--- src/rtl/obs_chain.sv ---
module obs_chain #(
  parameter int NODES = 8
) (
  input  logic             clk,
  input  logic             rst_n,
  input  logic             sel_shift,
  input  logic [NODES-1:0] node,
  input  logic             sin,
  output logic             sout
);

  logic [NODES-1:0] cell_q;
  logic [NODES-1:0] link;

  assign link[0] = sin;

  generate
    for (genvar i = 1; i < NODES; i++) begin : g_link
      assign link[i] = cell_q[i-1];
    end
  endgenerate

  generate
    for (genvar i = 0; i < NODES; i++) begin : g_cell
      logic d;
      assign d = sel_shift ? link[i] : node[i];
      always_ff @(posedge clk or negedge rst_n) begin
        if (!rst_n) cell_q[i] <= 1'b0;
        else        cell_q[i] <= d;
      end
    end
  endgenerate

  assign sout = cell_q[NODES-1];

  a_r2_capture_all: assert property (@(posedge clk) disable iff (!rst_n)
    !sel_shift |=> cell_q == $past(node));

  a_r2_capture_out: assert property (@(posedge clk) disable iff (!rst_n)
    !sel_shift |=> sout == $past(node[NODES-1]));

  a_r4_serial_in: assert property (@(posedge clk) disable iff (!rst_n)
    sel_shift |=> cell_q[0] == $past(sin));

  generate
    if (NODES > 1) begin : g_chk
      a_r3_shift_out: assert property (@(posedge clk) disable iff (!rst_n)
        sel_shift |=> sout == $past(cell_q[NODES-2]));
    end
  endgenerate

endmodule

--- config.mk ---
export PLATFORM = sky130hd
export DESIGN_NAME = obs_chain
export DESIGN_NICKNAME = d
export VERILOG_FILES = /design/src/rtl/obs_chain.sv
export SDC_FILE = /design/constraint.sdc
export NUM_CORES = 1
export LEC_CHECK = 0
export ABC_AREA = 1
export BUFFER_PORTS_ARGS = -buffer_cell sky130_fd_sc_hd__clkbuf_2
export CORE_AREA = 2 2 39 41
export DETAILED_ROUTE_END_ITERATION = 12
export DIE_AREA = 0 0 41 43
export PLACE_DENSITY = 0.55
export SETUP_SLACK_MARGIN = 0.4
export SLEW_MARGIN = 30
export SYNTH_ARGS = -nofsm -noshare
export SYNTH_HDL_FRONTEND = slang
export SYNTH_SLANG_ARGS = --single-unit
export TNS_END_PERCENT = 1
--- constraint.sdc ---
create_clock -name clk -period 0.8 [get_ports clk]
set_input_delay 0 -clock clk [delete_from_list [all_inputs] [get_ports clk]]
set_output_delay 0 -clock clk [all_outputs]
set_load 0.02 [all_outputs]
==> flow_metrics.py, run 1 <==
metrics = {
    "status": {
        "status": "finished, violations left",
        "violations": "negative hold slack",
    },
    "timing": {
        "setup_tns_ns": 0,
        "fmax_mhz": 1360,
        "tightest_slew_ns": 0.195,
        "rsz0062_at_grt": "true",
        "min_period_over_period_pct": 92.0,
        "setup-violations-final": 0,
        "min_period_ns": 0.736,
        "slew_headroom_pct": 87.0,
        "finClkSkew_ns": 0.000703,
        "maxSlewViolCount": 0,
        "hold_ws_ns": -0.0555,
        "hold_viol_final": 8,
    },
    "clock_tree": {
        "cts_tree": "yes",
        "cts_setup_buffers": 0,
        "htree_levels": 1,
        "hold_buffers": 1,
        "cts_buffers": 3,
        "clkSlewWorstSetupHoldPaths_ns": 0.05,
        "cts_max_path_buffers": 2,
        "clock_latency_ns": 0.24,
        "cts.sinks": 8,
        "clockRootBuffer": "clkbuf_4",
    },
    "critical_path": {
        "cp_top_family": "flip-flops",
        "cpMaxStageDelayCell": "dfrtp_1",
        "critPathRequiredTime_ns": 0.80,
        "r2r-start": "cell_q[2]$_DFF_PN0_",
        "path_cells": "buf_6",
        "max_stage_delay_ns": 0.37,
        "path_buf_inv": 1,
        "cp_data_arrival_time_ns": 0.74,
        "startpoint": "sout$_DFF_PN0_",
        "crit_type": "flop to output port",
        "cp-start-kind": "flop",
        "crit_path_end_kind": "output port",
        "crit_fanout": 1,
    },
    "power_and_ir_drop": {
        "vdd_drop_max_mv": 0.900,
        "leakage_uw": 0.000241,
        "p_per_area_nw_per_um2": 2030,
        "finalPower_uw": 839,
    },
    "logic_synthesis": {
        "syn_inst": 34,
        "synth.cell_area_um2": 305,
        "syn_avg_cell_area_um2": 8.98,
        "seq_area_frac_synth_pct": 65.6,
        "ys_types": 4,
        "syn_nets": 46,
        "yosysWarningCount": 0,
        "synth-seq-cells": 8,
    },
    "drt": {
        "wl_per_cell_um": 8.25,
        "drcViolationCount": 0,
        "drt-vias-per-instance": 3.72,
        "drtAntennaViolNets": 0,
        "vias": 242,
        "wirelength_um": 536,
        "drt-initial-drc-count": 3,
        "firstDrtPassIters": 2,
    },
    "global_routing": {
        "grt_max_degree": 10,
        "grt_first_pass_wirelength_um": 931,
        "antenna_found_initial": 0,
        "grt_pass1_vias": 250,
        "grt_usage_pct": 8.63,
        "grt_overflow_total": 0,
    },
    "floorplanning": {
        "boundaryPins": 13,
        "die_height_um": 43,
        "row_count": 14,
        "die-area_um2": 1760,
        "core_region_area_um2": 1380,
        "die_w_um": 41,
        "initial_utilization_pct": 22.1,
    },
    "min_path": {
        "hp-start": "node[0]",
        "hold_class": "input port to flop",
    },
    "finish": {
        "area_growth_pct": 35.2,
        "num_antenna_cells": 0,
        "finalInstanceArea_um2": 413,
        "drive_gt1_share_pct": 32.7,
        "nets": 63,
    },
    "place": {
        "hpwl_um": 416,
        "placed_area_um2": 374,
        "gp_congestion": 0.659,
        "place.port_buffers": 12,
    },
    "flow_run": {
        "drv_cap": 0,
    },
}
## worst paths after layout
path	depth (start not counted)	slack, ns	endpoint
max	1	0.06	sout
min	3	-0.06	cell_q[0]$_DFF_PN0_
min reg2reg	2	0.43	sout$_DFF_PN0_
min in group asynchronous	2	0.13	cell_q[5]$_DFF_PN0_
max reg2reg	2	0.23	cell_q[3]$_DFF_PN0_
max in group asynchronous	2	0.50	cell_q[0]$_DFF_PN0_
## kinds of logic after synthesis
family,Yosys count,share of synthesized area [%]
buffers and inverters,2,4.92
flip-flops,8,65.6
AND/OR/NAND/NOR,24,29.5
## registers in the layout, indices dropped and copies added, names as in the netlist
register	count
cell_q	7
sout	1
## cells in the mapped netlist
master / count / area [µm²]
inv_2: 1 / 3.75
dfrtp_1: 8 / 200
nand2_1: 24 / 90.1
buf_6: 1 / 11.3
## timing repair
item / in CTS / in global routing
setup endpoints to repair: 8 / 8
gates resized for setup: 0 / 3
endpoints found under the hold margin: 16 / 8
## cell type report
cell class | instances | area [µm²]
repair buffers | 13 | 76.3
clock buffers | 3 | 22.5
multi-input cells | 24 | 90.1
fillers | 155 | 971
well taps | 16 | 20.0
flip-flops and latches | 8 | 200
inverters | 1 | 3.75
## per-stage QoR
stage / std cells / utilization [%] / setup WS (ns)
2_1_floorplan: 34 / - / 0.266
3_5_place_dp: 61 / 27.0 / 0.228
4_1_cts: 65 / 29.4 / 0.0429
3_3_place_gp: 61 / 27.0 / 0.230
6_report: 65 / 29.8 / 0.0643
5_1_grt: 65 / 29.8 / 0.0219
## report_power, final
part / internal (µW) / leakage [µW] / switching, µW
Clock: 171 / 0.0000138 / 123
Sequential: 440 / 0.0000970 / 9.03
Combinational: 46.2 / 0.000130 / 50.3
## layer usage
metal	GRT usage, %	wire length [µm]	vias to the layer above
met2	10.9	267	7
li1	-	-	131
met3	4.71	37	2
met5	0	0	-
met4	8.00	12	0
met1	9.67	219	102
## cell usage in the layout, fill, tap and decap left out
| cell type | n |
|---|---|
| dlygate4sd3_1 | 1 |
| nand2_1 | 24 |
| inv_2 | 1 |
| buf_6 | 1 |
| clkbuf_2 | 11 |
| clkbuf_4 | 3 |
| dfrtp_1 | 8 |
(Power assumes the default switching activity.)
==> run 2, diff against run 1 <==
--- a/config.mk
+++ b/config.mk
@@ -8,6 +8,7 @@
 export ABC_AREA = 1
 export BUFFER_PORTS_ARGS = -buffer_cell sky130_fd_sc_hd__clkbuf_2
 export CORE_AREA = 2 2 39 41
+export CTS_BUF_LIST = sky130_fd_sc_hd__clkbuf_8
 export DETAILED_ROUTE_END_ITERATION = 12
 export DIE_AREA = 0 0 41 43
 export PLACE_DENSITY = 0.55
==> flow_metrics.py, run 2 (synthesis results as in run 1) <==
metrics = {
    "status": {
        "status": "finished, violations left",
        "violations": "negative hold slack",
    },
    "finish": {
        "layout_commonest_cell": "nand2_1",
        "regMostFlops": "cell_q",
        "final_cell_mix": "nand2_1 (24), clkbuf_2 (11), dfrtp_1 (8)",
        "nets": 63,
        "num_antenna_cells": 0,
        "area_growth_pct": 41.4,
        "drive_gt1_share_pct": 32.7,
        "largest_reg_flops": 7,
        "fin_util_pct": 31.2,
    },
    "critical_path": {
        "critPathRequiredTime_ns": 0.80,
        "cp-start-kind": "flop",
        "crit_path_end_kind": "output port",
        "max_stage_delay_ns": 0.36,
        "cpMaxStageDelayCell": "dfrtp_1",
        "rr_endpoint": "cell_q[3]$_DFF_PN0_",
        "crit_fanout": 1,
        "cp_data_arrival_time_ns": 0.71,
        "crit_type": "flop to output port",
        "rrSetupSlack_ns": 0.24,
        "r2r-start": "cell_q[2]$_DFF_PN0_",
        "crit_cells": 1,
        "reg2reg_depth": 2,
        "path_cells": "buf_6",
        "path_buf_inv": 1,
        "cp_top_family": "flip-flops",
    },
    "floorplanning": {
        "row_count": 14,
        "boundaryPins": 13,
        "die-area_um2": 1760,
        "die_height_um": 43,
        "initial_utilization_pct": 22.1,
        "core_region_area_um2": 1380,
        "die_w_um": 41,
    },
    "min_path": {
        "hold_path_end": "cell_q[0]$_DFF_PN0_",
        "hold_class": "input port to flop",
        "min_path_cells": 3,
        "hp-start": "node[0]",
    },
    "timing": {
        "setup_tns_ns": 0,
        "slew_headroom_pct": 87.0,
        "setup-violations-final": 0,
        "hold_viol_final": 8,
        "rsz0062_at_grt": "true",
        "tightest_slew_ns": 0.195,
        "finClkSkew_ns": 0.000833,
        "min_period_ns": 0.711,
        "min_period_over_period_pct": 88.9,
        "hold_ws_ns": -0.0336,
        "fmax_mhz": 1410,
        "maxSlewViolCount": 0,
    },
    "global_routing": {
        "grt-busiest-layer": "met2",
        "gr-usage-met2_pct": 10.9,
        "grt_max_degree": 10,
        "grt_usage_pct": 8.63,
        "use_met3_pct": 4.71,
        "antenna_found_initial": 0,
        "grt_first_pass_wirelength_um": 931,
        "grt_pass1_vias": 244,
        "grt_overflow_total": 0,
        "met1_usage_pct": 9.67,
    },
    "place": {
        "hpwl_um": 416,
        "gp_congestion": 0.659,
        "place.port_buffers": 12,
    },
    "power_and_ir_drop": {
        "vdd_drop_max_mv": 1.21,
        "leakage_uw": 0.000249,
        "p_per_area_nw_per_um2": 2360,
    },
    "clock_tree": {
        "cts.sinks": 8,
        "clockRootBuffer": "clkbuf_8",
        "htree_levels": 1,
        "cts_setup_buffers": 0,
        "cts_max_path_buffers": 2,
        "clkSlewWorstSetupHoldPaths_ns": 0.04,
        "clock_latency_ns": 0.22,
        "cts_buffers": 3,
        "cts_tree": "yes",
        "hold_buffers": 1,
    },
    "flow_run": {
        "drv_cap": 0,
    },
    "drt": {
        "drt-vias-per-instance": 3.78,
        "drcViolationCount": 0,
        "vias": 246,
        "drt-initial-drc-count": 3,
        "wirelength_um": 543,
        "wl_per_cell_um": 8.35,
        "drtAntennaViolNets": 0,
        "firstDrtPassIters": 2,
    },
}
==> run 2: cell counts in the layout (fill, tap and decap cells not counted) <==
Identical to the previous run, type by type.
==> run 2: worst max path at each step <==
| stage | from | endpoint | slack (ns) |
|---|---|---|---|
| floorplan | cell_q[0]$_DFF_PN0_ | cell_q[1]$_DFF_PN0_ | 0.27 |
| global placement | cell_q[5]$_DFF_PN0_ | cell_q[6]$_DFF_PN0_ | 0.23 |
| detailed placement | cell_q[5]$_DFF_PN0_ | cell_q[6]$_DFF_PN0_ | 0.23 |
| CTS | sout$_DFF_PN0_ | sout | 0.07 |
| global route | sout$_DFF_PN0_ | sout | 0.06 |
| finish | sout$_DFF_PN0_ | sout | 0.09 |
==> run 2: tightest hold or removal path: stages <==
cell      delay (ns)
clkbuf_2        0.07
nand2_1         0.04
nand2_1         0.04
==> run 2: per-layer routing <==
layer | routed length (µm) | share of wire [%] | vias up
met2 | 259 | 48 | 9
li1 | - | - | 130
met4 | 25 | 4.6 | 0
met1 | 214 | 39 | 103
met3 | 43 | 7.9 | 4
met5 | 0 | 0 | -
==> run 2: final cells by class <==
class	count	area [µm²]
tap	16	20.0
multi-input combinational	24	90.1
clock buffer	3	41.3
sequential	8	200
fill	154	952
inverter	1	3.75
timing repair buffer	13	76.3
==> run 2: where the power goes <==
part	internal, µW	leakage (µW)	switching (µW)
combinational	46.2	0.000130	50.4
clock	325	0.0000216	145
sequential	441	0.0000970	9.04
total	812	0.000249	205
==> run 2: per-stage QoR <==
stage / setup slack (ns) / instances / total power, µW / hold slack (ns) / area (µm²)
2_1_floorplan: 0.266 / 34 / 504 / -0.296 / 305
3_3_place_gp: 0.230 / 61 / 544 / -0.146 / 374
3_5_place_dp: 0.228 / 61 / 546 / -0.144 / 374
4_1_cts: 0.0749 / 65 / 1030 / -0.0352 / 425
5_1_grt: 0.0593 / 65 / 1080 / -0.0103 / 432
6_report: 0.0889 / 65 / 1020 / -0.0336 / 432
==> run 2: repair_timing <==
item,CTS,global route
setup endpoints to repair,8,8
hold endpoints to repair,16,5
gates resized for setup,0,3
gates cloned,0,0
